`config.mk`:
```
export PLATFORM = sky130hd
export DESIGN_NAME = ros_port_ctrl
export DESIGN_NICKNAME = d
export VERILOG_FILES = /design/src/rtl/ros_pkg.sv /design/src/rtl/ros_sel_decode.sv /design/src/rtl/ros_addr_seq.sv /design/src/rtl/ros_fetch_timer.sv /design/src/rtl/ros_port_ctrl.sv
export SDC_FILE = /design/constraint.sdc
export NUM_CORES = 1
export LEC_CHECK = 0
export ABC_AREA = 0
export BUFFER_PORTS_ARGS = -buffer_cell sky130_fd_sc_hd__clkbuf_2
export CAP_MARGIN = 20
export CORE_MARGIN = 5
export CORE_UTILIZATION = 45
export DETAILED_ROUTE_END_ITERATION = 12
export PLACE_DENSITY = 0.75
export SYNTH_ARGS = -nofsm -noshare
export SYNTH_HDL_FRONTEND = slang
export SYNTH_SLANG_ARGS = --single-unit
```
`constraint.sdc`:
```
create_clock -name clk -period 3.51 [get_ports clk]
set_clock_uncertainty 0.1 [all_clocks]
set_input_delay 0.1755 -clock clk [delete_from_list [all_inputs] [get_ports clk]]
set_output_delay 0.1755 -clock clk [all_outputs]
set_load 0.05 [all_outputs]
```
`src/rtl/ros_pkg.sv`:
```
package ros_pkg;

    // Where a word comes from; the two fill sources never touch storage.
    typedef enum logic [1:0] {
        SRC_BASIC = 2'd0,
        SRC_APL   = 2'd1,
        SRC_ZERO  = 2'd2,
        SRC_ONES  = 2'd3
    } ros_src_e;

endpackage

```
`src/rtl/ros_sel_decode.sv`:
```
module ros_sel_decode
    import ros_pkg::*;
#(
    parameter int          BYTE_W     = 8,
    parameter logic [7:0]  CODE_BASIC = 8'h08,
    parameter logic [7:0]  CODE_APL   = 8'h04,
    parameter logic [7:0]  CODE_ZERO  = 8'h02
) (
    input  logic [BYTE_W-1:0] code_i,
    output ros_src_e          src_o
);

    always_comb begin
        if (code_i == BYTE_W'(CODE_BASIC)) begin
            src_o = SRC_BASIC;
        end else if (code_i == BYTE_W'(CODE_APL)) begin
            src_o = SRC_APL;
        end else if (code_i == BYTE_W'(CODE_ZERO)) begin
            src_o = SRC_ZERO;
        end else begin
            src_o = SRC_ONES;   // unpopulated slots float high
        end
    end

endmodule

```
`src/rtl/ros_addr_seq.sv`:
```
module ros_addr_seq #(
    parameter int BYTE_W = 8,
    localparam int AW    = 2 * BYTE_W
) (
    input  logic              clk,
    input  logic              rst_n,
    input  logic              sel_i,
    input  logic              wr_i,
    input  logic [BYTE_W-1:0] byte_i,
    input  logic              step_i,
    output logic [AW-1:0]     ptr_o
);

    typedef struct packed {
        logic [AW-1:0] ptr;
        logic          lo_next;   // 0: next write fills the high half
    } seq_st_t;

    seq_st_t st_d, st_q;

    always_comb begin
        st_d = st_q;
        if (step_i) begin
            st_d.ptr = st_q.ptr + 1'b1;
        end
        if (sel_i) begin
            st_d.lo_next = 1'b0;
        end else if (wr_i) begin
            if (!st_q.lo_next) begin
                st_d.ptr[AW-1:BYTE_W] = byte_i;
            end else begin
                st_d.ptr[BYTE_W-1:0] = byte_i;
            end
            st_d.lo_next = !st_q.lo_next;
        end
    end

    always_ff @(posedge clk) begin
        if (!rst_n) begin
            st_q <= '0;
        end else begin
            st_q <= st_d;
        end
    end

    assign ptr_o = st_q.ptr;

    a_r9_step_wraps: assert property (@(posedge clk) disable iff (!rst_n)
        (step_i && !wr_i) |=> (st_q.ptr == AW'($past(st_q.ptr) + 1'b1)));

    a_r6_select_high_phase: assert property (@(posedge clk) disable iff (!rst_n)
        sel_i |=> !st_q.lo_next);

    a_r5_phase_alternates: assert property (@(posedge clk) disable iff (!rst_n)
        (wr_i && !sel_i) |=> (st_q.lo_next != $past(st_q.lo_next)));

    a_r10_write_over_step: assert property (@(posedge clk) disable iff (!rst_n)
        (step_i && wr_i && !sel_i && !st_q.lo_next) |=>
        (st_q.ptr == {$past(byte_i), $past(st_q.ptr[BYTE_W-1:0]) + 1'b1}));

endmodule

```
`src/rtl/ros_fetch_timer.sv`:
```
module ros_fetch_timer #(
    parameter int  READ_LAT = 4,
    localparam int CW       = (READ_LAT > 1) ? $clog2(READ_LAT) : 1
) (
    input  logic clk,
    input  logic rst_n,
    input  logic start_i,
    output logic busy_o,
    output logic done_o
);

    typedef struct packed {
        logic          busy;
        logic [CW-1:0] cnt;
    } tmr_st_t;

    tmr_st_t st_d, st_q;

    always_comb begin
        st_d = st_q;
        if (st_q.busy) begin
            if (st_q.cnt == '0) begin
                st_d.busy = 1'b0;
            end else begin
                st_d.cnt = st_q.cnt - 1'b1;
            end
        end else if (start_i) begin
            st_d.busy = 1'b1;
            st_d.cnt  = CW'(READ_LAT - 1);
        end
    end

    always_ff @(posedge clk) begin
        if (!rst_n) begin
            st_q <= '0;
        end else begin
            st_q <= st_d;
        end
    end

    assign busy_o = st_q.busy;
    assign done_o = st_q.busy && (st_q.cnt == '0);

    // Independent count of busy cycles, used only by the window check.
    logic [CW-1:0] busy_len_q;
    always_ff @(posedge clk) begin
        if (!rst_n || !st_q.busy) begin
            busy_len_q <= '0;
        end else begin
            busy_len_q <= busy_len_q + 1'b1;
        end
    end

    a_r7_busy_after_start: assert property (@(posedge clk) disable iff (!rst_n)
        (start_i && !st_q.busy) |=> busy_o);

    a_r7_window_length: assert property (@(posedge clk) disable iff (!rst_n)
        done_o |-> (busy_len_q == CW'(READ_LAT - 1)));

endmodule

```
`src/rtl/ros_port_ctrl.sv`:
```
module ros_port_ctrl
    import ros_pkg::*;
#(
    parameter int         BYTE_W     = 8,
    parameter logic [7:0] DEV_ID     = 8'h01,
    parameter int         READ_LAT   = 4,
    parameter logic [7:0] CODE_BASIC = 8'h08,
    parameter logic [7:0] CODE_APL   = 8'h04,
    parameter logic [7:0] CODE_ZERO  = 8'h02,
    localparam int        WORD_W     = 2 * BYTE_W
) (
    input  logic              clk,
    input  logic              rst_n,
    input  logic [BYTE_W-1:0] io_dev,
    input  logic              io_ctrl,
    input  logic              io_put,
    input  logic              io_get,
    input  logic [BYTE_W-1:0] io_byte,
    output logic              get_ready,
    output logic              get_valid,
    output logic [WORD_W-1:0] get_data,
    output logic              mem_en,
    output logic              mem_sel,
    output logic [WORD_W-1:0] mem_addr,
    input  logic [WORD_W-1:0] mem_rdata
);

    typedef struct packed {
        ros_src_e          src;     // region chosen by the last select
        ros_src_e          fsrc;    // region of the read in flight
        logic [WORD_W-1:0] faddr;   // address of the read in flight
        logic              valid;
        logic [WORD_W-1:0] data;
    } port_st_t;

    port_st_t          st_d, st_q;
    ros_src_e          dec_src;
    logic [WORD_W-1:0] ptr;
    logic              busy, done;
    logic              hit, sel, wr, start;

    assign hit   = (io_dev == BYTE_W'(DEV_ID));
    assign sel   = hit && io_ctrl;
    assign wr    = hit && io_put && !io_ctrl;
    assign start = hit && io_get && !busy;

    ros_sel_decode #(
        .BYTE_W     (BYTE_W),
        .CODE_BASIC (CODE_BASIC),
        .CODE_APL   (CODE_APL),
        .CODE_ZERO  (CODE_ZERO)
    ) u_decode (
        .code_i (io_byte),
        .src_o  (dec_src)
    );

    ros_addr_seq #(
        .BYTE_W (BYTE_W)
    ) u_addr (
        .clk    (clk),
        .rst_n  (rst_n),
        .sel_i  (sel),
        .wr_i   (wr),
        .byte_i (io_byte),
        .step_i (done),
        .ptr_o  (ptr)
    );

    ros_fetch_timer #(
        .READ_LAT (READ_LAT)
    ) u_timer (
        .clk     (clk),
        .rst_n   (rst_n),
        .start_i (start),
        .busy_o  (busy),
        .done_o  (done)
    );

    always_comb begin
        st_d       = st_q;
        st_d.valid = 1'b0;
        if (sel) begin
            st_d.src = dec_src;
        end
        if (start) begin
            st_d.fsrc  = st_q.src;
            st_d.faddr = ptr;
        end
        if (done) begin
            st_d.valid = 1'b1;
            case (st_q.fsrc)
                SRC_BASIC, SRC_APL: st_d.data = mem_rdata;
                SRC_ZERO:           st_d.data = '0;
                default:            st_d.data = '1;
            endcase
        end
    end

    always_ff @(posedge clk) begin
        if (!rst_n) begin
            st_q.src   <= SRC_ONES;
            st_q.fsrc  <= SRC_ONES;
            st_q.faddr <= '0;
            st_q.valid <= 1'b0;
            st_q.data  <= '0;
        end else begin
            st_q <= st_d;
        end
    end

    assign get_ready = !busy;
    assign get_valid = st_q.valid;
    assign get_data  = st_q.data;
    assign mem_en    = busy && ((st_q.fsrc == SRC_BASIC) || (st_q.fsrc == SRC_APL));
    assign mem_sel   = (st_q.fsrc == SRC_APL);
    assign mem_addr  = st_q.faddr;

    a_r7_ready_with_word: assert property (@(posedge clk) disable iff (!rst_n)
        get_valid |-> get_ready);

    a_r4_foreign_no_start: assert property (@(posedge clk) disable iff (!rst_n)
        (get_ready && !(hit && io_get)) |=> get_ready);

    a_r11_fetch_held: assert property (@(posedge clk) disable iff (!rst_n)
        (busy && !done) |=> ($stable(mem_addr) && $stable(mem_sel)));

    a_r8_no_word_idle: assert property (@(posedge clk) disable iff (!rst_n)
        (get_ready && !(hit && io_get)) |=> !$rose(busy));

endmodule

```
==> results.toml <==
[status]
status = "finished clean"

[pwr]
p_per_area_nw_per_um2 = 425
power_switching_w = 0.000282
swShare_pct = 20.8
power_frac_comb_pct = 4.4
vdd.ir_drop.worst_mv = 0.252
total_power_w = 0.00136
power_frac_clock_pct = 47.8
p_leak_nw = 1.44
power_frac_seq_pct = 47.7
p_int_w = 0.00107

[global_routing]
grt_usage_pct = 17.4
antenna_found_initial = 0
grt_remaining_overflow = 0
grt_max_degree = 34
grt_pass1_vias = 2253
grt_first_pass_wirelength_mm = 10.3

[clocking]
hold_buffers = 16
cts_buffers = 9
cts_buffer_depth = 2
path_clk_slew_ns = 0.07
cts_tree = "done"
ctsResizeCount = 0
postCtsSetupRepairBufs = 0
clock_latency_ns = 0.33
cts.htree.levels = 3
cts.root.buffer_cell = "clkbuf_8"
clock_sinks = 57

[floorplanning]
die_w_um = 86.7
die_h_um = 86.7
io_pins = 73
coreArea_um2 = 5820
rows = 28
start_util_pct = 45.5
dieArea_um2 = 7520

[yosys]
syn_inst = 306
synth_warnings = 0
synth_ff_type = "dfxtp_1"
yosysSeqAreaShare_pct = 43.1
synth_edf_count = 0
synth_top_area_share_pct = 43.1
synth_largest_area_cell = "dfxtp_1"
ys_seq_elements = 57
synth_cell_types = 36
synth_nets = 345
synth.area.top_cells = "dfxtp_1 43%, buf_4 9.1%, mux2i_1 7.2%"
synth_area_um2 = 2650
avgSynthCellArea_um2 = 8.65
async_flop_share_pct = 0

[drt]
drt-total-wl_mm = 6.17
dr_total_vias = 2308
wl_per_cell_um = 14.0
routed_via_density = 5.23
ant_nets = 0
drt-pass1-iter-count = 4
dr.first_iter.drc_count = 121
drc_errors = 0

[sta]
fin_crit_ns = 2.31
period_share_pct = 65.7
hold_slack_ns = 0.0557
slew_headroom_pct = 49.2
slew_viol_final = 0
tightestPinTransition_ns = 0.762
setup_viol = 0
fmax_ghz = 0.434
timing.final.hold_violations = 0
setup_ws_ns = 1.20
rsz0062_at_grt = "false"
setup_tns_ns = 0

[worst_setup_path]
crit_arrival_ns = 2.43
critical_path_class = "reg -> reg"
cp_data_required_time_ns = 3.64
cp-end-kind = "register"
path_max_fanout = 21
cp-start-kind = "register"

[place]
gp_congestion = 0.871
port_buffers = 72
pre_cts_ws_ns = 1.26
dpl_cell_area_um2 = 2820
hpwl_mm = 4.10

[finish]
syn2layout_area_growth_pct = 20.5
drive_above_1_share_pct = 25.7
fin_nets = 400
post-route-cell-area_um2 = 3190
diodes = 0

[job]
maxCapViolCount = 0

[min_path]
hp-class = "in -> reg"
## path summary, 6_finish.rpt
check / from / endpoint / slack (ns) / depth (start not counted)
setup / recovery: u_timer.st_q[0]$_SDFFE_PN0P_ / get_data[4]$_SDFFE_PN0P_ / 1.20 / 6
hold / removal: io_byte[4] / u_addr.ptr_o[4]$_SDFF_PN0_ / 0.06 / 3
setup reg to reg: u_timer.st_q[0]$_SDFFE_PN0P_ / get_data[4]$_SDFFE_PN0P_ / 1.20 / 6
hold reg to reg: st_q[35]$_SDFFE_PN1P_ / st_q[33]$_SDFFE_PN1P_ / 0.38 / 2
## area by class of cell
type | count | area, um2
clock inverters | 6 | 82.6
multi-input cells | 197 | 1190
well taps | 75 | 93.8
clock buffers | 10 | 128
repair buffers | 89 | 528
fillers | 539 | 2630
inverters | 7 | 26.3
flip-flops and latches | 57 | 1140
## layer usage
metal	part of all wire, %	GRT usage (%)
met1	42	19.6
met2	47	29.1
met3	9.0	7.03
met4	1.8	7.37
met5	0	0
## through the flow
step / utilization [%] / cells
3_3_place_gp: 48.5 / 409
5_1_grt: 54.8 / 441
3_5_place_dp: 48.5 / 409
6_report: 54.8 / 441
4_1_cts: 54.8 / 441
2_1_floorplan: - / 306
## cells in the mapped netlist (all sizes together) (3+ instances only)
cell	number
dfxtp	57
nor2	39
buf	34
o21ai	29
a21oi	28
mux2i	19
nand2	15
xnor2	14
clkbuf	11
inv	7
nand4	7
nor4	7
a211oi	5
nand3	5
nor3	5
a31oi	3
nor2b	3
o211ai	3
or3	3
## cells by family after synthesis
| group | Yosys count | share of synthesized area [%] |
|---|---|---|
| AOI/OAI and AO/OA | 69 | 14.0 |
| and+or+nand+nor | 91 | 17.5 |
| adders and majority gates | 2 | 0.945 |
| xor gates and xnor gates | 16 | 5.29 |
| DFF | 57 | 43.1 |
| buffers and inverters | 52 | 12.0 |
| muxes | 19 | 7.18 |
## flip-flops by register name (all words and copies together) (netlist names)
signal / count
get_data: 16
mem_addr: 16
u_addr.ptr_o: 16
st_q: 4
u_timer.st_q: 2
get_valid: 1
u_addr.st_q: 1
u_timer.busy_o: 1
## worst max-delay path: stages (launching register included)
cell and delay, ns:
dfxtp_1 0.32, inv_1 0.05, ha_1 0.24, and2_1 0.61
nand2_1 0.50, a21oi_1 0.30, nor2_1 0.07
## cell usage in the layout, fill, tap and decap left out, types with 6 or more instances in the layout
master,n
a21oi_1,28
clkbuf_2,72
clkbuf_8,9
dfxtp_1,57
dlygate4sd3_1,16
inv_1,7
mux2i_1,19
nand2_1,14
nand4_1,6
nor2_1,39
nor4_1,6
o21ai_0,29
xnor2_1,14
## power by group through the flow
stage	Sequential, W	Combinational [W]	Clock [W]
2_1_floorplan	0.000662	0.0000169	0
3_3_place_gp	0.000662	0.0000448	0
3_5_place_dp	0.000662	0.0000451	0
4_1_cts	0.000648	0.0000590	0.000663
5_1_grt	0.000647	0.0000650	0.000693
6_report	0.000648	0.0000603	0.000649
No activity file was read; power rests on OpenSTA's default activity.
